===== src/rtl/lmem_pkg.sv =====
package lmem_pkg;
    localparam int ADDR_W     = 32;
    localparam int DATA_W     = 32;
    localparam int WIN_LOG2   = 12;
    localparam int BASE_W     = ADDR_W - WIN_LOG2;

    typedef struct packed {
        logic [BASE_W-1:0] base;
        logic              valid;
        logic              mask_ifetch;
        logic              mask_data;
    } win_cfg_t;

    localparam win_cfg_t WIN_CFG_RESET = '{base: '0, valid: 1'b0,
                                           mask_ifetch: 1'b0, mask_data: 1'b0};

    typedef enum logic [1:0] {
        SRC_NONE  = 2'd0,
        SRC_SRAM  = 2'd1,
        SRC_CACHE = 2'd2,
        SRC_SYS   = 2'd3
    } rd_src_e;

    function automatic logic class_open(win_cfg_t c, logic ifetch);
        return c.valid && !(ifetch ? c.mask_ifetch : c.mask_data);
    endfunction

    function automatic logic addr_in_win(win_cfg_t c, logic [ADDR_W-1:0] a);
        return a[ADDR_W-1:WIN_LOG2] == c.base;
    endfunction
endpackage


===== src/rtl/lmem_win_reg.sv =====
module lmem_win_reg
    import lmem_pkg::*;
(
    input  logic     clk,
    input  logic     rst,
    input  logic     load,
    input  win_cfg_t cfg_in,
    output win_cfg_t cfg_q
);
    always_ff @(posedge clk) begin
        if (rst)       cfg_q <= WIN_CFG_RESET;
        else if (load) cfg_q <= cfg_in;
    end

    AST_RESET_INVALID: assert property (@(posedge clk) disable iff (rst)
        $past(rst) |-> !cfg_q.valid);
endmodule


===== src/rtl/lmem_win_dec.sv =====
module lmem_win_dec
    import lmem_pkg::*;
(
    input  win_cfg_t          cfg,
    input  logic [ADDR_W-1:0] addr,
    input  logic              ifetch,
    output logic              open,
    output logic              hit
);
    always_comb begin
        open = class_open(cfg, ifetch);
        hit  = open && addr_in_win(cfg, addr);
    end
endmodule


===== src/rtl/lmem_rd_ctl.sv =====
module lmem_rd_ctl
    import lmem_pkg::*;
(
    input  logic              clk,
    input  logic              rst,
    input  logic              rd_fire,
    input  logic              rd_sram,
    input  logic [ADDR_W-1:0] rd_addr,
    input  logic              cache_hit,
    input  logic [DATA_W-1:0] sram_rdata,
    input  logic [DATA_W-1:0] cache_rdata,
    input  logic              sys_ack,
    input  logic [DATA_W-1:0] sys_rdata,
    output logic              sys_req,
    output logic [ADDR_W-1:0] sys_addr,
    output logic              rsp_ready,
    output logic [DATA_W-1:0] rsp_data,
    output logic              fill_en,
    output logic              busy
);
    logic              look_q;
    logic              sram_q;
    logic              wait_q;
    logic [ADDR_W-1:0] addr_q;
    logic              miss_now;
    rd_src_e           src;

    always_comb begin
        miss_now = look_q && !sram_q && !cache_hit;
        sys_req  = miss_now || wait_q;
        busy     = sys_req;
        sys_addr = addr_q;
        if (look_q && sram_q)        src = SRC_SRAM;
        else if (look_q && cache_hit) src = SRC_CACHE;
        else if (sys_req && sys_ack)  src = SRC_SYS;
        else                          src = SRC_NONE;
        rsp_ready = (src != SRC_NONE);
        fill_en   = (src == SRC_SYS);
        case (src)
            SRC_SRAM:  rsp_data = sram_rdata;
            SRC_CACHE: rsp_data = cache_rdata;
            SRC_SYS:   rsp_data = sys_rdata;
            default:   rsp_data = '0;
        endcase
    end

    always_ff @(posedge clk) begin
        if (rst) begin
            look_q <= 1'b0;
            sram_q <= 1'b0;
            wait_q <= 1'b0;
            addr_q <= '0;
        end else begin
            look_q <= rd_fire;
            wait_q <= sys_req && !sys_ack;
            if (rd_fire) begin
                sram_q <= rd_sram;
                addr_q <= rd_addr;
            end
        end
    end

    AST_SRAM_FIRST: assert property (@(posedge clk) disable iff (rst)
        rd_fire && rd_sram |=> rsp_ready && !sys_req && !fill_en);
    AST_MISS_HOLDS: assert property (@(posedge clk) disable iff (rst)
        sys_req && !sys_ack |=> sys_req && $stable(sys_addr));
    AST_MISS_NO_READY: assert property (@(posedge clk) disable iff (rst)
        sys_req && !sys_ack |-> !rsp_ready);
    AST_ACK_RELEASES: assert property (@(posedge clk) disable iff (rst)
        sys_req && sys_ack |=> !sys_req);
endmodule


===== src/rtl/lmem_steer.sv =====
module lmem_steer
    import lmem_pkg::*;
(
    input  logic              clk,
    input  logic              rst,
    input  logic              cfg_we,
    input  logic [BASE_W-1:0] cfg_base,
    input  logic              cfg_valid,
    input  logic              cfg_mask_ifetch,
    input  logic              cfg_mask_data,
    input  logic              req_valid,
    input  logic              req_write,
    input  logic              req_ifetch,
    input  logic [ADDR_W-1:0] req_addr,
    input  logic [DATA_W-1:0] req_wdata,
    output logic              req_ready,
    output logic [ADDR_W-1:0] mem_addr,
    output logic [DATA_W-1:0] mem_wdata,
    output logic              mem_we,
    output logic              sram_en,
    output logic              cache_en,
    output logic              cache_alloc_ok,
    input  logic [DATA_W-1:0] sram_rdata,
    input  logic              cache_hit,
    input  logic [DATA_W-1:0] cache_rdata,
    output logic              sys_req,
    output logic [ADDR_W-1:0] sys_addr,
    input  logic              sys_ack,
    input  logic [DATA_W-1:0] sys_rdata,
    output logic              rsp_ready,
    output logic [DATA_W-1:0] rsp_data,
    output logic              cache_fill_en
);
    win_cfg_t cfg_in;
    win_cfg_t cfg_q;
    logic     win_open;
    logic     win_hit;
    logic     busy;
    logic     fire;
    logic     rd_fire;
    logic     wr_fire;

    assign cfg_in = '{base: cfg_base, valid: cfg_valid,
                      mask_ifetch: cfg_mask_ifetch, mask_data: cfg_mask_data};

    lmem_win_reg i_win_reg (
        .clk    (clk),
        .rst    (rst),
        .load   (cfg_we),
        .cfg_in (cfg_in),
        .cfg_q  (cfg_q)
    );

    lmem_win_dec i_win_dec (
        .cfg    (cfg_q),
        .addr   (req_addr),
        .ifetch (req_ifetch && !req_write),
        .open   (win_open),
        .hit    (win_hit)
    );

    always_comb begin
        req_ready      = !busy;
        fire           = req_valid && req_ready;
        rd_fire        = fire && !req_write;
        wr_fire        = fire && req_write;
        mem_addr       = req_addr;
        mem_wdata      = req_wdata;
        mem_we         = wr_fire;
        // reads: speculative parallel lookup; writes: decoded single target
        sram_en        = (rd_fire && win_open) || (wr_fire && win_hit);
        cache_en       = rd_fire || (wr_fire && !win_hit);
        cache_alloc_ok = fire && !win_hit;
    end

    lmem_rd_ctl i_rd_ctl (
        .clk         (clk),
        .rst         (rst),
        .rd_fire     (rd_fire),
        .rd_sram     (win_hit),
        .rd_addr     (req_addr),
        .cache_hit   (cache_hit),
        .sram_rdata  (sram_rdata),
        .cache_rdata (cache_rdata),
        .sys_ack     (sys_ack),
        .sys_rdata   (sys_rdata),
        .sys_req     (sys_req),
        .sys_addr    (sys_addr),
        .rsp_ready   (rsp_ready),
        .rsp_data    (rsp_data),
        .fill_en     (cache_fill_en),
        .busy        (busy)
    );

    AST_PAR_LOOKUP: assert property (@(posedge clk) disable iff (rst)
        req_valid && req_ready && !req_write |-> cache_en);
    AST_WR_ONE_TARGET: assert property (@(posedge clk) disable iff (rst)
        req_valid && req_ready && req_write |-> $onehot({sram_en, cache_en}) && mem_we);
    AST_NO_ALLOC: assert property (@(posedge clk) disable iff (rst)
        sram_en && mem_we |-> !cache_alloc_ok);
    AST_IDLE_QUIET: assert property (@(posedge clk) disable iff (rst)
        !req_valid |-> !sram_en && !cache_en && !mem_we);
endmodule


===== config.mk =====
export PLATFORM = sky130hd
export DESIGN_NAME = lmem_steer
export DESIGN_NICKNAME = d
export VERILOG_FILES = /design/src/rtl/lmem_pkg.sv /design/src/rtl/lmem_win_reg.sv /design/src/rtl/lmem_win_dec.sv /design/src/rtl/lmem_rd_ctl.sv /design/src/rtl/lmem_steer.sv
export SDC_FILE = /design/constraint.sdc
export NUM_CORES = 1
export LEC_CHECK = 0
export CAP_MARGIN = 10
export CORE_AREA = 2 2 125 127
export CTS_BUF_LIST = sky130_fd_sc_hd__clkbuf_8
export DETAILED_ROUTE_END_ITERATION = 8
export DIE_AREA = 0 0 127 129
export SLEW_MARGIN = 15
export SYNTH_ARGS = -nofsm -noshare
export SYNTH_HDL_FRONTEND = slang
export SYNTH_SLANG_ARGS = --single-unit
export TNS_END_PERCENT = 50

===== constraint.sdc =====
create_clock -name clk -period 2.8 [get_ports clk]
set_input_delay 0.56 -clock clk [delete_from_list [all_inputs] [get_ports clk]]
set_output_delay 0.56 -clock clk [all_outputs]
set_load 0.05 [all_outputs]

# Word level (Yosys, flattened, before mapping)
# Cells that the tools add are included.
# totals
register_bits	58
input_bits	191
output_inout_bits	136
# op_classes
eq_ne	4
muxes	5
n_reduce_logical	27
# ops
operator	count
$pmux W32 S3	1
$eq A20 B20 Y1	1
$logic_and A1 B1 Y1	16
$logic_not A1 Y1	7
$mux W2	3
$eq A2 B2 Y1 const B	2
$logic_or A1 B1 Y1	3
$eq A2 B1 Y1 const B	1
$reduce_bool A2 Y1	1
$mux W1	1

# Depth between registers and ports, before layout
# logic_depth
ltp_word	10
mapped_depth	8
depth_no_buf	5

# Cells and area by module
# A second synthesis with hierarchy kept.
# hier_totals
cells_unflattened	446
area_unflattened_um2	3953.8
# modules_own_cells
mod	n_inst	cells_each	area_each_um2	seq_area_each_um2
lmem_rd_ctl	1	270	2342.2	700.7
lmem_win_reg	1	74	835.8	460.4
lmem_steer	1	73	540.5	0.0
lmem_win_dec	1	29	235.2	0.0

# Least setup slack after synthesis
# No wires, ideal clock.
# synth_timing
path_kind	input to output
start	input port cache_hit
end	output port rsp_data[10]
arrival_time_ns	2.270
required_time_ns	2.240
path_slack_ns	-0.030
stages	5
cell_sequence	nor3b_1 o21a_1 clkbuf_1 a222oi_1 inv_1
# synth_via
elab_chain_len	9
word_cells_on_any_way	12
cone_classes	3 x eq/ne; 4 x mux; 5 x reduce/logical
# synth_lines
element	line	source
start, declared	lmem_steer.sv:24	input logic cache_hit,
$logic_not A1 Y1	lmem_rd_ctl.sv:29	miss_now = look_q && !sram_q && !cache_hit;
$logic_and A1 B1 Y1	lmem_rd_ctl.sv:29	
$logic_or A1 B1 Y1	lmem_rd_ctl.sv:30	sys_req = miss_now || wait_q;
$logic_and A1 B1 Y1	lmem_rd_ctl.sv:35	else if (sys_req && sys_ack) src = SRC_SYS;
$mux W2	lmem_rd_ctl.sv:35	
$mux W2 *	lmem_rd_ctl.sv:34	else if (look_q && cache_hit) src = SRC_CACHE;
$mux W2 *	lmem_rd_ctl.sv:33	if (look_q && sram_q) src = SRC_SRAM;
$eq A2 B2 Y1 *	n/a	
via cache_fill_en	lmem_steer.sv:32	output logic cache_fill_en
$pmux W32 S3 *	lmem_rd_ctl.sv:39	case (src)
end, declared	lmem_steer.sv:31	output logic [DATA_W-1:0] rsp_data,
# Mark *: on every way through the listed nets, which the timed path passes. The rest lies on a longest branch.

# Final worst setup path
# layout_timing
start	input port req_addr[24]
end	output port sram_en
# layout_via
elab_chain_len	4
# layout_lines
element	line	source
start, declared	lmem_steer.sv:14	input logic [ADDR_W-1:0] req_addr,
$eq A20 B20 Y1	lmem_pkg.sv:29	return a[ADDR_W-1:WIN_LOG2] == c.base;
$logic_and A1 B1 Y1	lmem_win_dec.sv:12	hit = open && addr_in_win(cfg, addr);
$logic_and A1 B1 Y1	lmem_steer.sv:71	sram_en = (rd_fire && win_open) || (wr_fire && win_hit);
$logic_or A1 B1 Y1	lmem_steer.sv:71	
end, declared	lmem_steer.sv:20	output logic sram_en,
# No other way between the ends.

==> results.cfg <==
[run_status]
status = completed

[power]
power_density_nw_per_um2 = 400
combPwrFrac_pct = 32.4
seqPwrFrac_pct = 33.9
p_int_mw = 1.79
vdd_drop_max_uv = 393
pwr-share-clk_pct = 33.7
switching_power_mw = 0.844
p_leak_nw = 2.79
p_sw_share_pct = 32.0
power.total_mw = 2.64

[floorplan]
die_x_um = 127
rows = 45
io_pins = 327
core_area_um2 = 15000
start_util_pct = 23.6
die_area_um2 = 16400
fp.dieH_um = 129

[synthesis]
synth_edf_count = 0
yosysUniqueCellTypes = 31
avgSynthCellArea_um2 = 7.70
yosysTopAreaCell = dfxtp_1
synth.top_cells.by_count = 68 x nand2_1, 64 x buf_4, 58 x dfxtp_1
postSynthCellCount = 459
yosysMostFrequentCell = nand2_1
yosys.area.top_type_share_pct = 32.8
synthTopCellsByArea = dfxtp_1 33%, buf_4 14%, nand2_1 7.2%
synth_seq_cells = 58
synth_nets = 650
netlist_area_um2 = 3540
synth_top_flop_cell = dfxtp_1
yosysWarnings = 0
async_reset_ff_share_pct = 0
yosysSeqAreaShare_pct = 32.8

[worst_setup_path]
endpoint = sram_en
cp.arrival_ns = 2.20
cp_slowest_stage_delay_ns = 0.31
start_kind = primary input
crit_chain = dlygate4sd2_1, xor2_1, nor4_1, buf_4, nand2_2, nor4_4, buf_4, o21ba_4, buf_12
critPathRequiredTime_ns = 2.24
rr_startpoint = i_rd_ctl.look_q
worstPathMaxFanout = 3
critPathMostFrequentCell = buf_4
slowest_stage = nor4_1
reg2reg_depth = 5
cp-startpoint = req_addr[24]
cp-end-kind = output port
path_class = primary input to output port
r2r_end = i_rd_ctl.sram_q
r2r_slack_ns = 0.85

[global_routing]
first_global_vias = 4143
grt_overflow = 0
grtUsageMet2_pct = 30.3
grt_pass1_wl_mm = 21.4
antenna_found_initial = 0
grt_usage_pct = 16.6
grt_max_degree = 35
use_met3_pct = 5.03
top_usage_layer = met2
met1_usage_pct = 18.1

[sta]
fin_skew_ns = 0.0125
timing.final.hold_violations = 0
fin_ws_ns = 0.0429
tightest_slew_ns = 0.588
relSlewSlack_pct = 60.7
drv_slew = 0
period_minus_slack_ns = 2.76
setup_viol = 0
rsz0062_at_grt = false
finalSetupTns_ns = 0
holdWs_ns = 0.453
clock.fmax_mhz = 363
period_share_pct = 98.5

[cells_and_area]
fin_nets = 867
diodes = 0
utilization_pct = 44.0
final_layout_size_suffix_gt1_share_pct = 19.1
fill_cells = 1453
syn2layout_area_growth_pct = 86.4
multi_input_area_um2 = 1750
seq_area_um2 = 1160

[routing]
ant_nets = 0
via_per_inst = 4.70
finalWirelength_mm = 14.4
drc = 0
drt_pass1_iterations = 8
routedWlPerCell_um = 16.5
via_count = 4081
detail_route.iter0.violations = 210

[placed_design]
post-place-ws_ns = -0.367
port_buffers = 262
gp_routability_congestion = 0.871
hpwl_mm = 11.3

[clocking]
clock-sinks = 58
cts.path.max_buffers = 2
cts_buffers = 9
clk_latency_ns = 0.35
post_cts_buffers = 0
htreeDepth = 3
postCtsHoldBufs = 0
ctsRootBufferMaster = clkbuf_8
clk_pin_slew_ns = 0.07
tritoncts = done

[min_path]
hp-class = flop to flop

[run]
cap_violations = 0
[per-stage QoR]
stage          cell area (um2)  instances
2_1_floorplan             3540        459
5_1_grt                   6590        869
3_5_place_dp              6320        853
6_report                  6590        869
4_1_cts                   6550        869
3_3_place_gp              6320        853
[layout by cell type (no fill, tap or decap), types with 4 or more instances in the layout]
cell type,Yosys,final
o22a_1,20,20
nor3_1,21,21
o22ai_1,21,20
buf_12,0,31
dlygate4sd2_1,0,10
a21oi_1,34,34
clkbuf_8,0,9
a222oi_1,12,12
dlymetal6s2s_1,0,5
clkdlybuf4s50_1,0,181
xnor2_1,6,6
buf_4,64,71
dfxtp_1,58,56
nor2_1,49,48
clkdlybuf4s15_1,0,4
nand2_1,68,67
mux2i_1,23,23
xor2_1,14,13
inv_1,15,15
[registers in the layout, summed over array words and instances, names as in the netlist]
signal	count
i_rd_ctl.sys_addr	32
i_win_reg.cfg_q	23
i_rd_ctl.look_q	1
i_rd_ctl.sram_q	1
i_rd_ctl.wait_q	1
[layout make-up]
| cell class | count | area share, % |
|---|---|---|
| tap | 188 | 3.57 |
| sequential | 58 | 17.7 |
| timing repair buffer | 303 | 47.9 |
| clock buffer | 9 | 1.88 |
| multi-input combinational | 289 | 26.6 |
| clock inverter | 7 | 1.54 |
| inverter | 15 | 0.854 |
[per-layer routing]
metal	up-vias	share of wire, %
met5	-	0
met4	0	3.1
met3	37	7.9
met2	204	51
met1	1886	38
li1	1954	-
[what timing repair did]
item	in CTS	in global routing
resized for setup	17	15
setup endpoints to repair	35	20
pin swaps	8	8
[power groups by stage]
stage / clock [mW] / combinational, mW / sequential, mW
after floorplan: 0 / 0.483 / 0.981
after global placement: 0 / 0.852 / 0.909
after detailed placement: 0 / 0.860 / 0.912
after CTS: 0.916 / 0.859 / 0.893
after global routing: 0.960 / 0.904 / 0.898
final: 0.889 / 0.855 / 0.893
[worst max-delay path, delay by kind of cell]
family / cells / cell delay [ns]
XOR/XNOR: 1 / 0.16
AO/OA/AOI/OAI: 1 / 0.14
buffers and inverters: 4 / 0.73
AND/OR/NAND/NOR: 3 / 0.60
[worst min path at each step]
stage / endpoint / startpoint / cells past startpoint / slack, ns
floorplan: i_win_reg.cfg_q[0] / i_win_reg.cfg_q[0] / 2 / 0.46
global placement: i_rd_ctl.sys_addr[31] / i_rd_ctl.sys_addr[31] / 2 / 0.44
detailed placement: i_rd_ctl.sys_addr[12] / i_rd_ctl.sys_addr[12] / 2 / 0.45
CTS: i_rd_ctl.sys_addr[12] / i_rd_ctl.sys_addr[12] / 2 / 0.46
global route: i_rd_ctl.sys_addr[14] / i_rd_ctl.sys_addr[14] / 2 / 0.47
finish: i_rd_ctl.sys_addr[13] / i_rd_ctl.sys_addr[13] / 2 / 0.45
[kinds of logic (layout without fill, tap and decap cells)]
logic type / Yosys count / after routing / synth area share, %
flip-flops: 58 / 58 / 32.8
buffers and inverters: 112 / 334 / 19.1
XOR/XNOR: 20 / 20 / 4.95
AND/OR/NAND/NOR: 155 / 155 / 18.8
multiplexers: 23 / 23 / 6.51
AO/OA/AOI/OAI: 91 / 91 / 17.8
Power figures use the tool's default switching activity.
